<file path="config.mk">
export PLATFORM = sky130hd
export DESIGN_NAME = cfgx_xlate
export DESIGN_NICKNAME = d
export VERILOG_FILES = /design/src/rtl/cfgx_pkg.sv /design/src/rtl/cfgx_ptr.sv /design/src/rtl/cfgx_route.sv /design/src/rtl/cfgx_lanes.sv /design/src/rtl/cfgx_xlate.sv
export SDC_FILE = /design/constraint.sdc
export NUM_CORES = 1
export LEC_CHECK = 0
export BUFFER_PORTS_ARGS = -buffer_cell sky130_fd_sc_hd__buf_2
export CAP_MARGIN = 5
export CORE_UTILIZATION = 38
export CTS_CLUSTER_SIZE = 40
export DETAILED_ROUTE_END_ITERATION = 7
export GPL_TIMING_DRIVEN = 0
export SLEW_MARGIN = 20
export SYNTH_ARGS = -nofsm -noshare
export SYNTH_HDL_FRONTEND = slang
export SYNTH_SLANG_ARGS = --single-unit
</file>
<file path="constraint.sdc">
create_clock -name clk -period 5.8 [get_ports clk]
set_input_delay 1.16 -clock clk [delete_from_list [all_inputs] [get_ports clk]]
set_output_delay 1.16 -clock clk [all_outputs]
set_load 0.02 [all_outputs]
</file>
<file path="src/rtl/cfgx_pkg.sv">
package cfgx_pkg;

  localparam int WORD  = 32;
  localparam int NBYTE = WORD / 8;

  localparam logic [WORD-1:0] PTR_KEEP = 32'h80FF_FFFC;

  typedef enum logic [1:0] {
    K_CFG_RD  = 2'd0,
    K_CFG_WR  = 2'd1,
    K_INTACK  = 2'd2,
    K_SPECIAL = 2'd3
  } bus_kind_e;

  localparam logic [1:0] SZ_1 = 2'd0;
  localparam logic [1:0] SZ_2 = 2'd1;
  localparam logic [1:0] SZ_4 = 2'd2;

  function automatic logic [NBYTE-1:0] size_mask(input logic [1:0] sz);
    case (sz)
      SZ_1:    return 4'b0001;
      SZ_2:    return 4'b0011;
      SZ_4:    return 4'b1111;
      default: return 4'b0000;
    endcase
  endfunction

  function automatic logic is_aligned(input logic [1:0] sz, input logic [1:0] lane);
    case (sz)
      SZ_1:    return 1'b1;
      SZ_2:    return !lane[0];
      SZ_4:    return lane == 2'd0;
      default: return 1'b0;
    endcase
  endfunction

  function automatic logic [WORD-1:0] place_lanes(input logic [WORD-1:0] d,
                                                  input logic [1:0] lane);
    return d << {lane, 3'b000};
  endfunction

  function automatic logic [WORD-1:0] pick_lanes(input logic [WORD-1:0] d,
                                                 input logic [1:0] lane,
                                                 input logic [1:0] sz);
    logic [WORD-1:0]  t;
    logic [NBYTE-1:0] m;
    logic [WORD-1:0]  r;
    t = d >> {lane, 3'b000};
    m = size_mask(sz);
    for (int i = 0; i < NBYTE; i++) r[8*i +: 8] = m[i] ? t[8*i +: 8] : 8'h00;
    return r;
  endfunction

  function automatic logic [WORD-1:0] idsel_line(input logic [4:0] dev,
                                                 input int nidsel, input int lsb);
    logic [WORD-1:0] r;
    r = '0;
    if (int'(dev) < nidsel) r = 32'd1 << (lsb + int'(dev));
    return r;
  endfunction

endpackage

</file>
<file path="src/rtl/cfgx_ptr.sv">
module cfgx_ptr
  import cfgx_pkg::*;
(
  input  logic            clk,
  input  logic            rst_n,
  input  logic            wr,
  input  logic [WORD-1:0] d,
  output logic [WORD-1:0] q,
  output logic            en,
  output logic [7:0]      bus,
  output logic [4:0]      dev,
  output logic [2:0]      func,
  output logic [5:0]      regn
);
  always_ff @(posedge clk) begin
    if (!rst_n)  q <= '0;
    else if (wr) q <= d & PTR_KEEP;
  end

  assign en   = q[31];
  assign bus  = q[23:16];
  assign dev  = q[15:11];
  assign func = q[10:8];
  assign regn = q[7:2];
endmodule

</file>
<file path="src/rtl/cfgx_route.sv">
module cfgx_route
  import cfgx_pkg::*;
#(
  parameter int NIDSEL    = 21,
  parameter int IDSEL_LSB = 11
) (
  input  logic [WORD-1:0] ptr,
  input  logic [7:0]      bus,
  input  logic [4:0]      dev,
  input  logic [2:0]      func,
  input  logic [5:0]      regn,
  input  logic            is_write,
  output logic [1:0]      kind,
  output logic            type1,
  output logic [WORD-1:0] addr,
  output logic            special
);
  logic remote;

  assign special = dev == 5'h1F;
  assign remote  = bus != 8'h00;

  always_comb begin
    if (special) begin
      kind  = is_write ? K_SPECIAL : K_INTACK;
      type1 = 1'b0;
      addr  = ptr;
    end else if (remote) begin
      kind  = is_write ? K_CFG_WR : K_CFG_RD;
      type1 = 1'b1;
      addr  = {8'h00, bus, dev, func, regn, 2'b01};
    end else begin
      kind  = is_write ? K_CFG_WR : K_CFG_RD;
      type1 = 1'b0;
      addr  = idsel_line(dev, NIDSEL, IDSEL_LSB) | {21'd0, func, regn, 2'b00};
    end
  end

  always_comb begin
    if (special) assert (!type1) else $error("special cycle flagged type 1 (R5)");
  end
endmodule

</file>
<file path="src/rtl/cfgx_lanes.sv">
module cfgx_lanes
  import cfgx_pkg::*;
(
  input  logic [1:0]       lane,
  input  logic [1:0]       size,
  input  logic [WORD-1:0]  wdata_in,
  input  logic [WORD-1:0]  rdata_in,
  output logic             ok,
  output logic [NBYTE-1:0] be,
  output logic [WORD-1:0]  wdata_out,
  output logic [WORD-1:0]  rdata_out
);
  assign ok        = is_aligned(size, lane);
  assign be        = size_mask(size) << lane;
  assign wdata_out = place_lanes(wdata_in, lane);
  assign rdata_out = pick_lanes(rdata_in, lane, size);

  always_comb begin
    if (ok) assert (be != '0) else $error("aligned access with no byte enable (R7)");
  end
endmodule

</file>
<file path="src/rtl/cfgx_xlate.sv">
module cfgx_xlate
  import cfgx_pkg::*;
#(
  parameter int NIDSEL    = 21,
  parameter int IDSEL_LSB = 11
) (
  input  logic        clk,
  input  logic        rst_n,
  input  logic        cpu_req,
  input  logic        cpu_we,
  input  logic [2:0]  cpu_off,
  input  logic [1:0]  cpu_size,
  input  logic [31:0] cpu_wdata,
  output logic [31:0] cpu_rdata,
  output logic        cpu_done,
  output logic        cpu_err,
  output logic        cpu_busy,
  output logic        bus_req,
  output logic [1:0]  bus_kind,
  output logic        bus_type1,
  output logic [31:0] bus_addr,
  output logic [3:0]  bus_be,
  output logic [31:0] bus_wdata,
  input  logic        bus_ack,
  input  logic [31:0] bus_rdata,
  input  logic        bus_abort
);
  logic            busy_q, we_q, done_q, err_q;
  logic [1:0]      lane_q, size_q, kind_q;
  logic            t1_q;
  logic [WORD-1:0] addr_q, wdata_q, rdata_q;
  logic [3:0]      be_q;

  logic            accept, win_hit, ptr_ok, ptr_wr;
  logic [WORD-1:0] ptr_q;
  logic            ptr_en;
  logic [7:0]      ptr_bus;
  logic [4:0]      ptr_dev;
  logic [2:0]      ptr_func;
  logic [5:0]      ptr_regn;
  logic [1:0]      rt_kind;
  logic            rt_type1, rt_special;
  logic [WORD-1:0] rt_addr;
  logic [1:0]      ln_lane, ln_size;
  logic            ln_ok;
  logic [3:0]      ln_be;
  logic [WORD-1:0] ln_wdata, ln_rdata;

  assign accept  = cpu_req && !busy_q;
  assign win_hit = cpu_off[2];
  assign ptr_ok  = ln_ok && (cpu_size == SZ_4);
  assign ptr_wr  = accept && !win_hit && cpu_we && ptr_ok;
  assign ln_lane = busy_q ? lane_q : cpu_off[1:0];
  assign ln_size = busy_q ? size_q : cpu_size;

  cfgx_ptr u_ptr (
    .clk(clk), .rst_n(rst_n), .wr(ptr_wr), .d(cpu_wdata), .q(ptr_q),
    .en(ptr_en), .bus(ptr_bus), .dev(ptr_dev), .func(ptr_func), .regn(ptr_regn)
  );

  cfgx_route #(.NIDSEL(NIDSEL), .IDSEL_LSB(IDSEL_LSB)) u_route (
    .ptr(ptr_q), .bus(ptr_bus), .dev(ptr_dev), .func(ptr_func), .regn(ptr_regn),
    .is_write(cpu_we), .kind(rt_kind), .type1(rt_type1), .addr(rt_addr),
    .special(rt_special)
  );

  cfgx_lanes u_lanes (
    .lane(ln_lane), .size(ln_size), .wdata_in(cpu_wdata), .rdata_in(bus_rdata),
    .ok(ln_ok), .be(ln_be), .wdata_out(ln_wdata), .rdata_out(ln_rdata)
  );

  always_ff @(posedge clk) begin
    if (!rst_n) begin
      busy_q  <= 1'b0;
      we_q    <= 1'b0;
      done_q  <= 1'b0;
      err_q   <= 1'b0;
      lane_q  <= '0;
      size_q  <= '0;
      kind_q  <= '0;
      t1_q    <= 1'b0;
      addr_q  <= '0;
      wdata_q <= '0;
      rdata_q <= '0;
      be_q    <= '0;
    end else begin
      done_q <= 1'b0;
      err_q  <= 1'b0;
      if (accept) begin
        rdata_q <= '0;
        if (!win_hit) begin
          done_q <= 1'b1;
          if (!ptr_ok)     err_q   <= 1'b1;
          else if (!cpu_we) rdata_q <= ptr_q;
        end else if (!ln_ok) begin
          done_q <= 1'b1;
          err_q  <= 1'b1;
        end else if (!ptr_en) begin
          done_q <= 1'b1;
          if (!cpu_we) rdata_q <= '1;
        end else begin
          busy_q  <= 1'b1;
          we_q    <= cpu_we;
          lane_q  <= cpu_off[1:0];
          size_q  <= cpu_size;
          kind_q  <= rt_kind;
          t1_q    <= rt_type1;
          addr_q  <= rt_addr;
          be_q    <= ln_be;
          wdata_q <= ln_wdata;
        end
      end else if (busy_q && bus_ack) begin
        busy_q <= 1'b0;
        done_q <= 1'b1;
        if (bus_abort)  rdata_q <= '1;
        else if (!we_q) rdata_q <= ln_rdata;
      end
    end
  end

  assign cpu_busy  = busy_q;
  assign bus_req   = busy_q;
  assign bus_kind  = kind_q;
  assign bus_type1 = t1_q;
  assign bus_addr  = addr_q;
  assign bus_be    = be_q;
  assign bus_wdata = wdata_q;
  assign cpu_done  = done_q;
  assign cpu_err   = err_q;
  assign cpu_rdata = rdata_q;

  p_req_hold_r11: assert property (@(posedge clk) disable iff (!rst_n)
    bus_req && !bus_ack |=> bus_req && $stable(bus_addr) && $stable(bus_be) && $stable(bus_kind));

  p_type1_code_r4: assert property (@(posedge clk) disable iff (!rst_n)
    bus_req && bus_type1 |-> bus_addr[1:0] == 2'b01);

  p_err_noreq_r9: assert property (@(posedge clk) disable iff (!rst_n)
    cpu_err |-> !bus_req && cpu_done);

  p_be_legal_r7: assert property (@(posedge clk) disable iff (!rst_n)
    bus_req |-> ($countones(bus_be) == 1) || ($countones(bus_be) == 2) || ($countones(bus_be) == 4));

  p_abort_ones_r10: assert property (@(posedge clk) disable iff (!rst_n)
    $past(bus_req && bus_ack && bus_abort) |-> cpu_done && cpu_rdata == 32'hFFFF_FFFF);

  p_done_after_ack_r11: assert property (@(posedge clk) disable iff (!rst_n)
    bus_req && bus_ack |=> cpu_done && !bus_req);
endmodule

</file>
==> impl_metrics.tcl, run 1 <==
set metrics [dict create \
    drt_iter0_markers 586 \
    cp-start-kind "flop" \
    r2r_start "bus_req$_SDFFE_PN0P_" \
    fmax_mhz 233 \
    p_per_area_mw_per_mm2 278 \
    fillers 1673 \
    wl_um 24100 \
    crit_start "bus_req$_SDFFE_PN0P_" \
    p_sw_share_pct 26.1 \
    ys_ff_latch 133 \
    core_mm2 0.0168 \
    cp_cell_sequence "buf_4 > clkbuf_1 > clkbuf_1 > mux2i_1 > inv_1 > ha_1 > nor2b_1 > nand4_1 > nor2_1 > clkbuf_1 > buf_2 > a22o_1" \
    clkTransAtPathRegs_ps 60 \
    critPathBufInv 6 \
    hpwl_um 18200 \
    cts_sinks 133 \
    regArea_mm2 0.00266 \
    synth_nets 821 \
    fin_crit_ps 4290 \
    cp.arrival_ps 4650 \
    p_int_mw 1.73 \
    multi_input_area_mm2 0.00364 \
    finalSetupTns_ps 0 \
    leakagePower_nw 3.54 \
    num_vias 6702 \
    io_buffers 180 \
    insertion_delay_ps 430 \
    root_buffer "clkbuf_16" \
    grt_pass1_vias 6227 \
    grt.overflow.total 0 \
    async_reset_ff_share_pct 0 \
    yosysSeqAreaShare_pct 40.1 \
    setup_viol 0 \
    worst_path_largest_cell_delay_ps 460 \
    worst_pin_slew_ps 808 \
    crit_fanout 10 \
    slew_viol_final 0 \
    rows 47 \
    path_delay_family "buffers and inverters" \
    clockBufferDepth 2 \
    grt_max_degree 17 \
    initial_utilization_pct 39.5 \
    finalHoldViolCount 0 \
    skew_ps 9.50 \
    ctsHoldBuffers 0 \
    grt_pass1_wl_um 36500 \
    p_sw_uw 612 \
    n_antenna_cell 0 \
    drive_gt1_share_pct 28.3 \
    peakVddDrop_uv 206 \
    grt_util_all_layers_pct 27.0 \
    viasPerCell 5.72 \
    synth_edf_count 0 \
    syn-instance-count 740 \
    min_from "bus_wdata[9]$_SDFFE_PN0P_" \
    antenna_found_initial 1 \
    pwr-share-comb_pct 11.7 \
    drcViolationCount 0 \
    cts_buffers 17 \
    post_cts_buffers 0 \
    synth_cell_type_count 60 \
    nNetsFinal 1020 \
    cp_common_cell "clkbuf_1" \
    cts_tree "yes" \
    cap_viol_max_count 0 \
    synth.yosys.warnings 0 \
    end_kind "flop" \
    rsz0062_at_grt "no" \
    clkPwrFrac_pct 47.9 \
    postLayoutCoreUtil_pct 50.1 \
    dr.pass1.iters 5 \
    pin_count 182 \
    synth_ff_type "dfxtp_1" \
    cts_resized 0 \
    die_x_um 134 \
    ant_nets 0 \
    relSlewSlack_pct 45.8 \
    h-tree-depth 4 \
    period_share_pct 73.9 \
    cp.required_ps 6160 \
    worstSetupPathType "flop to flop" \
    avgSynthCellArea_um2 8.97 \
    min_path_type "flop to flop" \
    globalplace.congestion 0.929 \
    syn-cell-area_mm2 0.00664 \
    die_y_um 134 \
    p_seq_share_pct 40.3 \
    worst_path_max_delay_cell "clkbuf_1" \
    fp.dieArea_mm2 0.0180 \
    syn_to_final_growth_pct 27.0 \
    status "complete, no violations" \
    routedWlPerCell_um 20.6 \
]
==> power groups by stage <==
stage / combinational [mW] / sequential (mW) / clock, mW
after floorplan: 0.139 / 0.982 / 0
after global placement: 0.268 / 0.965 / 0
after detailed placement: 0.269 / 0.965 / 0
after CTS: 0.271 / 0.945 / 1.13
after global routing: 0.296 / 0.947 / 1.17
final: 0.275 / 0.945 / 1.12
==> synthesized netlist by cell type (all sizes together), types with 2 or more instances <==
| cell type | instances | area [um2] |
|---|---|---|
| and2 | 6 | 37.5 |
| or2 | 9 | 56.3 |
| o21a | 15 | 113 |
| o311a | 2 | 20.0 |
| nand3 | 15 | 75.1 |
| nand2b | 12 | 75.1 |
| a22o | 33 | 289 |
| a221o | 8 | 80.1 |
| nor2b | 39 | 246 |
| o31ai | 2 | 20.0 |
| a32o | 11 | 110 |
| mux2 | 2 | 22.5 |
| dfxtp | 133 | 2660 |
| mux2i | 54 | 557 |
| a211oi | 10 | 87.6 |
| nor3 | 11 | 60.1 |
| o221a | 9 | 101 |
| buf | 28 | 170 |
| nor4 | 3 | 33.8 |
| a41oi | 3 | 26.3 |
| nor2 | 35 | 131 |
| nand4 | 2 | 12.5 |
| o22ai | 16 | 100 |
| o21ai | 46 | 230 |
| clkbuf | 39 | 146 |
| or3 | 3 | 18.8 |
| a31o | 2 | 17.5 |
| o2bb2ai | 26 | 228 |
| inv | 6 | 22.5 |
| ha | 6 | 75.1 |
| nand2 | 58 | 218 |
| a21boi | 7 | 52.6 |
| and3 | 4 | 25.0 |
| a21oi | 63 | 319 |
| a31oi | 11 | 68.8 |
==> final cells by class <==
type                            instances  area share [%]
Clock inverter                         11            1.79
Inverter                                6           0.267
Sequential cell                       133            31.6
Multi-Input combinational cell        534            43.2
Tap cell                              220            3.26
Clock buffer                           21            5.46
Buffer                                 67            3.75
Timing Repair Buffer                  180            10.7
==> per-stage QoR <==
stage                     std cells  instance area (um2)  power (mW)  worst slack, ps  hold WS (ps)
after floorplan                 740                 6640        1.12             2430           449
after global placement         1140                 7820        1.23             1440           442
after detailed placement       1140                 7820        1.23             1610           443
after CTS                      1172                 8430        2.35             1550           462
after global routing           1172                 8430        2.41             1210           480
final                          1172                 8430        2.34             1510           457
==> registers in the layout, indices dropped and copies added (netlist names) <==
signal and flops:
bus_be 4, bus_req 1, cpu_err 1, size_q 2, cpu_done 1, bus_type1 1, lane_q 2, cpu_rdata 32
u_ptr.q 23, bus_kind 2, bus_wdata 32, bus_addr 32
==> cell families after synthesis <==
| family | Yosys count | synth area share, % |
|---|---|---|
| AO/OA/AOI/OAI | 271 | 29.3 |
| XOR/XNOR | 1 | 0.132 |
| adder cells (fa/ha/maj) | 6 | 1.13 |
| buffers and inverters | 73 | 5.11 |
| flip-flops | 133 | 40.1 |
| multiplexers | 56 | 8.72 |
| AND/OR/NAND/NOR | 200 | 15.5 |
==> routing by layer <==
metal	GRT usage [%]	share of wire [%]	vias to the layer above
met5	0	0.041	-
met4	8.61	2.0	2
met3	5.59	9.3	39
met2	41.5	43	335
met1	37.6	45	3178
li1	-	-	3148
==> placed cells by master (no fill, tap or decap), types with 8 or more instances in the layout <==
| cell | count |
|---|---|
| a211oi_1 | 9 |
| a21oi_1 | 62 |
| a221o_1 | 8 |
| a22o_1 | 33 |
| a31oi_1 | 11 |
| a32o_1 | 11 |
| buf_2 | 196 |
| clkbuf_1 | 41 |
| clkbuf_16 | 17 |
| dfxtp_1 | 133 |
| mux2i_1 | 52 |
| nand2_1 | 58 |
| nand2b_1 | 12 |
| nand3_1 | 15 |
| nor2_1 | 35 |
| nor2b_1 | 38 |
| nor3_1 | 9 |
| o21a_1 | 15 |
| o21ai_0 | 44 |
| o221a_2 | 9 |
| o22ai_1 | 16 |
| o2bb2ai_1 | 26 |
| or2_2 | 9 |
==> final timing paths <==
check	to	slack, ps	cells after the start
worst max-delay path	size_q[1]$_SDFFE_PN0P_	1510	12
worst min-delay path	bus_wdata[9]$_SDFFE_PN0P_	460	1
worst max register to register	size_q[1]$_SDFFE_PN0P_	1510	12
worst min register to register	bus_wdata[9]$_SDFFE_PN0P_	460	1
No activity file was read; power rests on OpenSTA's default activity.
==> run 2, diff against run 1 <==
==> constraint.sdc (replaced) <==
create_clock -name clk -period 4.2 [get_ports clk]
set_input_delay 0.84 -clock clk [delete_from_list [all_inputs] [get_ports clk]]
set_output_delay 0.84 -clock clk [all_outputs]
set_load 0.02 [all_outputs]
==> impl_metrics.tcl, run 2 (synthesized netlist as in run 1, its figures left out) <==
set metrics [dict create \
    initial_utilization_pct 39.5 \
    routedWlPerCell_um 20.7 \
    h-tree-depth 4 \
    globalplace.congestion 0.929 \
    drcViolationCount 0 \
    p_seq_share_pct 40.3 \
    end_kind "flop" \
    fmax_mhz 279 \
    grt_pass1_vias 6237 \
    num_vias 6630 \
    drt_iter0_markers 633 \
    setup_viol 0 \
    wl_um 24200 \
    finalSetupTns_ps 0 \
    antenna_found_initial 1 \
    clkPwrFrac_pct 47.9 \
    cp-start-kind "flop" \
    worst_pin_slew_ps 812 \
    slew_viol_final 0 \
    drive_gt1_share_pct 28.5 \
    fp.dieArea_mm2 0.0180 \
    r2r_cells 11 \
    p_per_area_mw_per_mm2 384 \
    fillers 1675 \
    n_antenna_cell 0 \
    grt.overflow.total 0 \
    grt_util_all_layers_pct 27.0 \
    core_mm2 0.0168 \
    r2r_slack_ps 610 \
    design_area_mm2 0.00843 \
    skew_ps 10.9 \
    rsz0062_at_grt "no" \
    peakVddDrop_uv 289 \
    cts_buffers 17 \
    r2r_start "bus_req$_SDFFE_PN0P_" \
    rows 47 \
    min_from "bus_wdata[9]$_SDFFE_PN0P_" \
    cap_viol_max_count 0 \
    pre_cts_ws_ps 7.41 \
    die_x_um 134 \
    power_mw 3.24 \
    dpl_cell_area_mm2 0.00782 \
    io_buffers 180 \
    grt_max_degree 17 \
    dr.pass1.iters 5 \
    postLayoutCoreUtil_pct 50.1 \
    p_int_mw 2.39 \
    min_path_type "flop to flop" \
    clkTransAtPathRegs_ps 60 \
    setup_slack_ps 611 \
    layout_common_cells "buf_2 (196), dfxtp_1 (133), a21oi_1 (62), nand2_1 (58), mux2i_1 (52)" \
    cp.arrival_ps 3950 \
    cts_sinks 133 \
    status "complete, no violations" \
    multi_input_area_mm2 0.00364 \
    hold_path_depth 1 \
    reg2reg_to "size_q[1]$_SDFFE_PN0P_" \
    grt_pass1_wl_um 36500 \
    hpwl_um 18200 \
    finalHoldViolCount 0 \
    viasPerCell 5.66 \
    leakagePower_nw 3.55 \
    syn_to_final_growth_pct 27.0 \
    insertion_delay_ps 430 \
    cts_tree "yes" \
    pin_count 182 \
    clockBufferDepth 2 \
    cp.required_ps 4560 \
    crit_fanout 19 \
    p_sw_uw 848 \
    relSlewSlack_pct 45.6 \
    nNetsFinal 1019 \
    ant_nets 0 \
    whs_ps 458 \
    worstSetupPathType "flop to flop" \
    final_common_cell "buf_2" \
    die_y_um 134 \
    root_buffer "clkbuf_16" \
    fin_cells 1171 \
    period_share_pct 85.4 \
    regArea_mm2 0.00266 \
    ctsHoldBuffers 0 \
    dp_cells 1140 \
    p_sw_share_pct 26.2 \
    pwr-share-comb_pct 11.8 \
    min_to "bus_wdata[9]$_SDFFE_PN0P_" \
    fin_crit_ps 3590 \
]
==> run 2: critical path: stages, from the launching register on <==
cell,delay (ps)
dfxtp_1,440
buf_4,300
clkbuf_2,290
mux2i_1,340
inv_1,110
ha_1,330
nor2b_1,290
nand4_1,310
nor2_1,300
clkbuf_2,290
buf_2,330
a22o_1,180
==> run 2: layout make-up <==
type | count | area share, %
multi-input cells | 534 | 43.2
flip-flops and latches | 133 | 31.6
repair buffers | 180 | 10.7
clock buffers | 21 | 5.46
plain buffers | 66 | 3.74
well taps | 220 | 3.26
clock inverters | 11 | 1.80
inverters | 6 | 0.267
==> run 2: worst max path at each step <==
stage,depth (start not counted),to,from
2_1_floorplan,12,cpu_rdata[9]$_SDFFE_PN0P_,bus_req$_SDFFE_PN0P_
3_3_place_gp,10,bus_wdata[3]$_SDFFE_PN0P_,bus_req$_SDFFE_PN0P_
3_5_place_dp,12,bus_addr[23]$_SDFFE_PN0P_,bus_req$_SDFFE_PN0P_
4_1_cts,12,size_q[1]$_SDFFE_PN0P_,bus_req$_SDFFE_PN0P_
5_1_grt,11,bus_addr[5]$_SDFFE_PN0P_,bus_req$_SDFFE_PN0P_
6_report,11,size_q[1]$_SDFFE_PN0P_,bus_req$_SDFFE_PN0P_
==> run 2: power groups by stage <==
stage / clock network (mW) / registers [mW] / logic, mW
floorplan: 0 / 1.36 / 0.192
global placement: 0 / 1.33 / 0.370
detailed placement: 0 / 1.33 / 0.372
CTS: 1.56 / 1.30 / 0.374
global route: 1.62 / 1.31 / 0.409
finish: 1.55 / 1.31 / 0.381
==> run 2: repair_timing <==
item | in CTS | in global routing
pin swaps | 0 | 0
buffers inserted | 0 | 0
gates resized for setup | 1 | 2
endpoints found under the setup margin | 10 | 10
==> run 2: layer usage <==
layer / vias to the layer above / track usage [%] / share of wire, %
li1: 3136 / - / -
met1: 3145 / 37.6 / 46
met2: 301 / 41.5 / 44
met3: 46 / 5.63 / 8.2
met4: 2 / 8.61 / 2.1
met5: - / 0 / 0.033
==> run 3, diff against run 2 <==
--- a/config.mk
+++ b/config.mk
@@ -5,12 +5,14 @@
 export SDC_FILE = /design/constraint.sdc
 export NUM_CORES = 1
 export LEC_CHECK = 0
+export ABC_AREA = 1
 export BUFFER_PORTS_ARGS = -buffer_cell sky130_fd_sc_hd__buf_2
 export CAP_MARGIN = 5
 export CORE_UTILIZATION = 38
 export CTS_CLUSTER_SIZE = 40
 export DETAILED_ROUTE_END_ITERATION = 7
 export GPL_TIMING_DRIVEN = 0
+export SETUP_SLACK_MARGIN = 0.3
 export SLEW_MARGIN = 20
 export SYNTH_ARGS = -nofsm -noshare
 export SYNTH_HDL_FRONTEND = slang
==> impl_metrics.tcl, run 3 <==
set metrics [dict create \
    status "complete, no violations" \
    avgSynthCellArea_um2 6.52 \
    die_y_um 138 \
    dr.pass1.iters 6 \
    finalHoldViolCount 0 \
    worst_path_largest_cell_delay_ps 330 \
    end_kind "flop" \
    grt_max_degree 17 \
    ant_nets 0 \
    cts_resized 0 \
    fmax_mhz 375 \
    root_buffer "clkbuf_16" \
    leakagePower_nw 4.43 \
    path_delay_family "buffers and inverters" \
    critPathBufInv 5 \
    yosysMostFrequentCell "nand2_1" \
    initial_utilization_pct 38.8 \
    skew_ps 9.78 \
    worstSetupPathType "input port to flop" \
    drive_gt1_share_pct 23.2 \
    synth_edf_count 0 \
    synth_top_cells_by_count "nand2_1 (288), nor2_1 (159), nand3_1 (146)" \
    setup_viol 0 \
    wl_um 26100 \
    worst_pin_slew_ps 888 \
    slew_viol_final 0 \
    synth_ff_type "dfxtp_1" \
    grt_util_all_layers_pct 28.1 \
    synthTopCellsByArea "dfxtp_1 (38%), nand2_1 (15%), nand3_1 (10%), nor2_1 (8.5%), o21ai_0 (4.9%)" \
    drcViolationCount 0 \
    nNetsFinal 1354 \
    crit_fanout 10 \
    grt_pass1_wl_um 39200 \
    fin_crit_ps 2660 \
    fp.dieArea_mm2 0.0189 \
    h-tree-depth 4 \
    insertion_delay_ps 430 \
    cp.arrival_ps 3020 \
    synth_nets 1154 \
    globalplace.congestion 0.948 \
    async_reset_ff_share_pct 0 \
    routedWlPerCell_um 17.2 \
    syn_to_final_growth_pct 26.1 \
    design_area_mm2 0.00882 \
    cp-start-kind "input port" \
    min_path_type "flop to flop" \
    cap_viol_max_count 0 \
    hpwl_um 20500 \
    cp.required_ps 4560 \
    synth.largest_area_cell "dfxtp_1" \
    relSlewSlack_pct 40.6 \
    grt_pass1_vias 7113 \
    die_x_um 138 \
    cts_sinks 133 \
    fillers 1986 \
    io_buffers 181 \
    cts_buffers 17 \
    num_vias 7877 \
    yosysSeqAreaShare_pct 38.1 \
    rows 49 \
    period_share_pct 63.4 \
    syn-instance-count 1073 \
    synth.yosys.warnings 0 \
    final_common_cell "nand2_1" \
    ys_ff_latch 133 \
    peakVddDrop_uv 265 \
    clockBufferDepth 2 \
    syn-cell-area_mm2 0.00699 \
    p_per_area_mw_per_mm2 378 \
    rsz0062_at_grt "no" \
    cp_cell_sequence "buf_2 > o21ai_0 > inv_1 > ha_1 > inv_1 > nand2_1 > nand2_8 > nand3_4 > inv_2 > nand2_2 > buf_6 > o21ai_2" \
    layout_common_cells "nand2_1 (288), buf_2 (213), nor2_1 (159), nand3_1 (146), dfxtp_1 (133)" \
    synth_cell_type_count 35 \
    yosysTopAreaCellShare_pct 38.1 \
    drt_iter0_markers 567 \
    dpl_cell_area_mm2 0.00819 \
    cts_tree "yes" \
    antenna_found_initial 1 \
    core_mm2 0.0180 \
    worst_path_max_delay_cell "o21ai_0" \
    grt.overflow.total 0 \
    cp_common_cell "inv_1" \
    viasPerCell 5.20 \
    post_cts_buffers 0 \
    pin_count 182 \
    ctsHoldBuffers 0 \
    clkTransAtPathRegs_ps 60 \
    finalSetupTns_ps 0 \
]
run 3: power breakdown:
part | switching [mW] | internal [mW]
clock network | 0.612 | 1.01
logic | 0.288 | 0.130
registers | 0.0146 | 1.29
total | 0.914 | 2.42
run 3: worst paths after layout:
kind / startpoint / endpoint / slack, ps / cells after the start
min: bus_addr[1]$_SDFFE_PN0P_ / bus_addr[1]$_SDFFE_PN0P_ / 430 / 2
max: cpu_size[1] / bus_wdata[6]$_SDFFE_PN0P_ / 1540 / 12
max reg2reg: bus_req$_SDFFE_PN0P_ / bus_wdata[6]$_SDFFE_PN0P_ / 1540 / 12
min reg2reg: bus_addr[1]$_SDFFE_PN0P_ / bus_addr[1]$_SDFFE_PN0P_ / 430 / 2
run 3: layer usage:
metal	part of all wire (%)	GRT usage, %
met1	45	38.1
met2	45	44.2
met3	7.2	5.63
met4	2.7	8.97
met5	0	0
run 3: final cells by class:
| class | instances | area, um2 | share of cell area (%) |
|---|---|---|---|
| tap | 229 | 287 | 3.25 |
| clock buffer | 19 | 433 | 4.91 |
| clock inverter | 13 | 198 | 2.24 |
| sequential | 133 | 2660 | 30.2 |
| buffer | 71 | 348 | 3.94 |
| timing repair buffer | 181 | 906 | 10.3 |
| antenna | 1 | 2.50 | 0.0284 |
| inverter | 62 | 233 | 2.64 |
| multi-input combinational | 807 | 3750 | 42.5 |
run 3: stage by stage:
step,power (mW),worst slack (ps),utilization [%],hold slack (ps),std cells
global placement,1.74,1130,45.4,414,1483
finish,3.34,1540,48.9,428,1516
floorplan,1.58,1700,-,437,1073
detailed placement,1.74,1120,45.4,423,1483
CTS,3.35,1520,48.9,433,1515
global route,3.45,1360,48.9,455,1515
run 3: logic make-up (layout without fill, tap and decap cells):
kind of cell,after synthesis,after routing,synth area share (%)
AO/OA/AOI/OAI,164,164,13.0
adder cells (fa/ha/maj),6,6,1.07
buffers and inverters,133,346,8.30
flip-flops,133,133,38.1
other,0,1,0
AND/OR/NAND/NOR,637,637,39.5
run 3: worst register-to-register path: stages, from the launching register on:
cell and delay (ps):
dfxtp_1 350, buf_6 170, o21ai_0 330, inv_1 120, ha_1 270, inv_1 250, nand2_1 200, nand2_8 170
nand3_4 120, inv_2 170, nand2_2 150, buf_6 190, o21ai_2 120
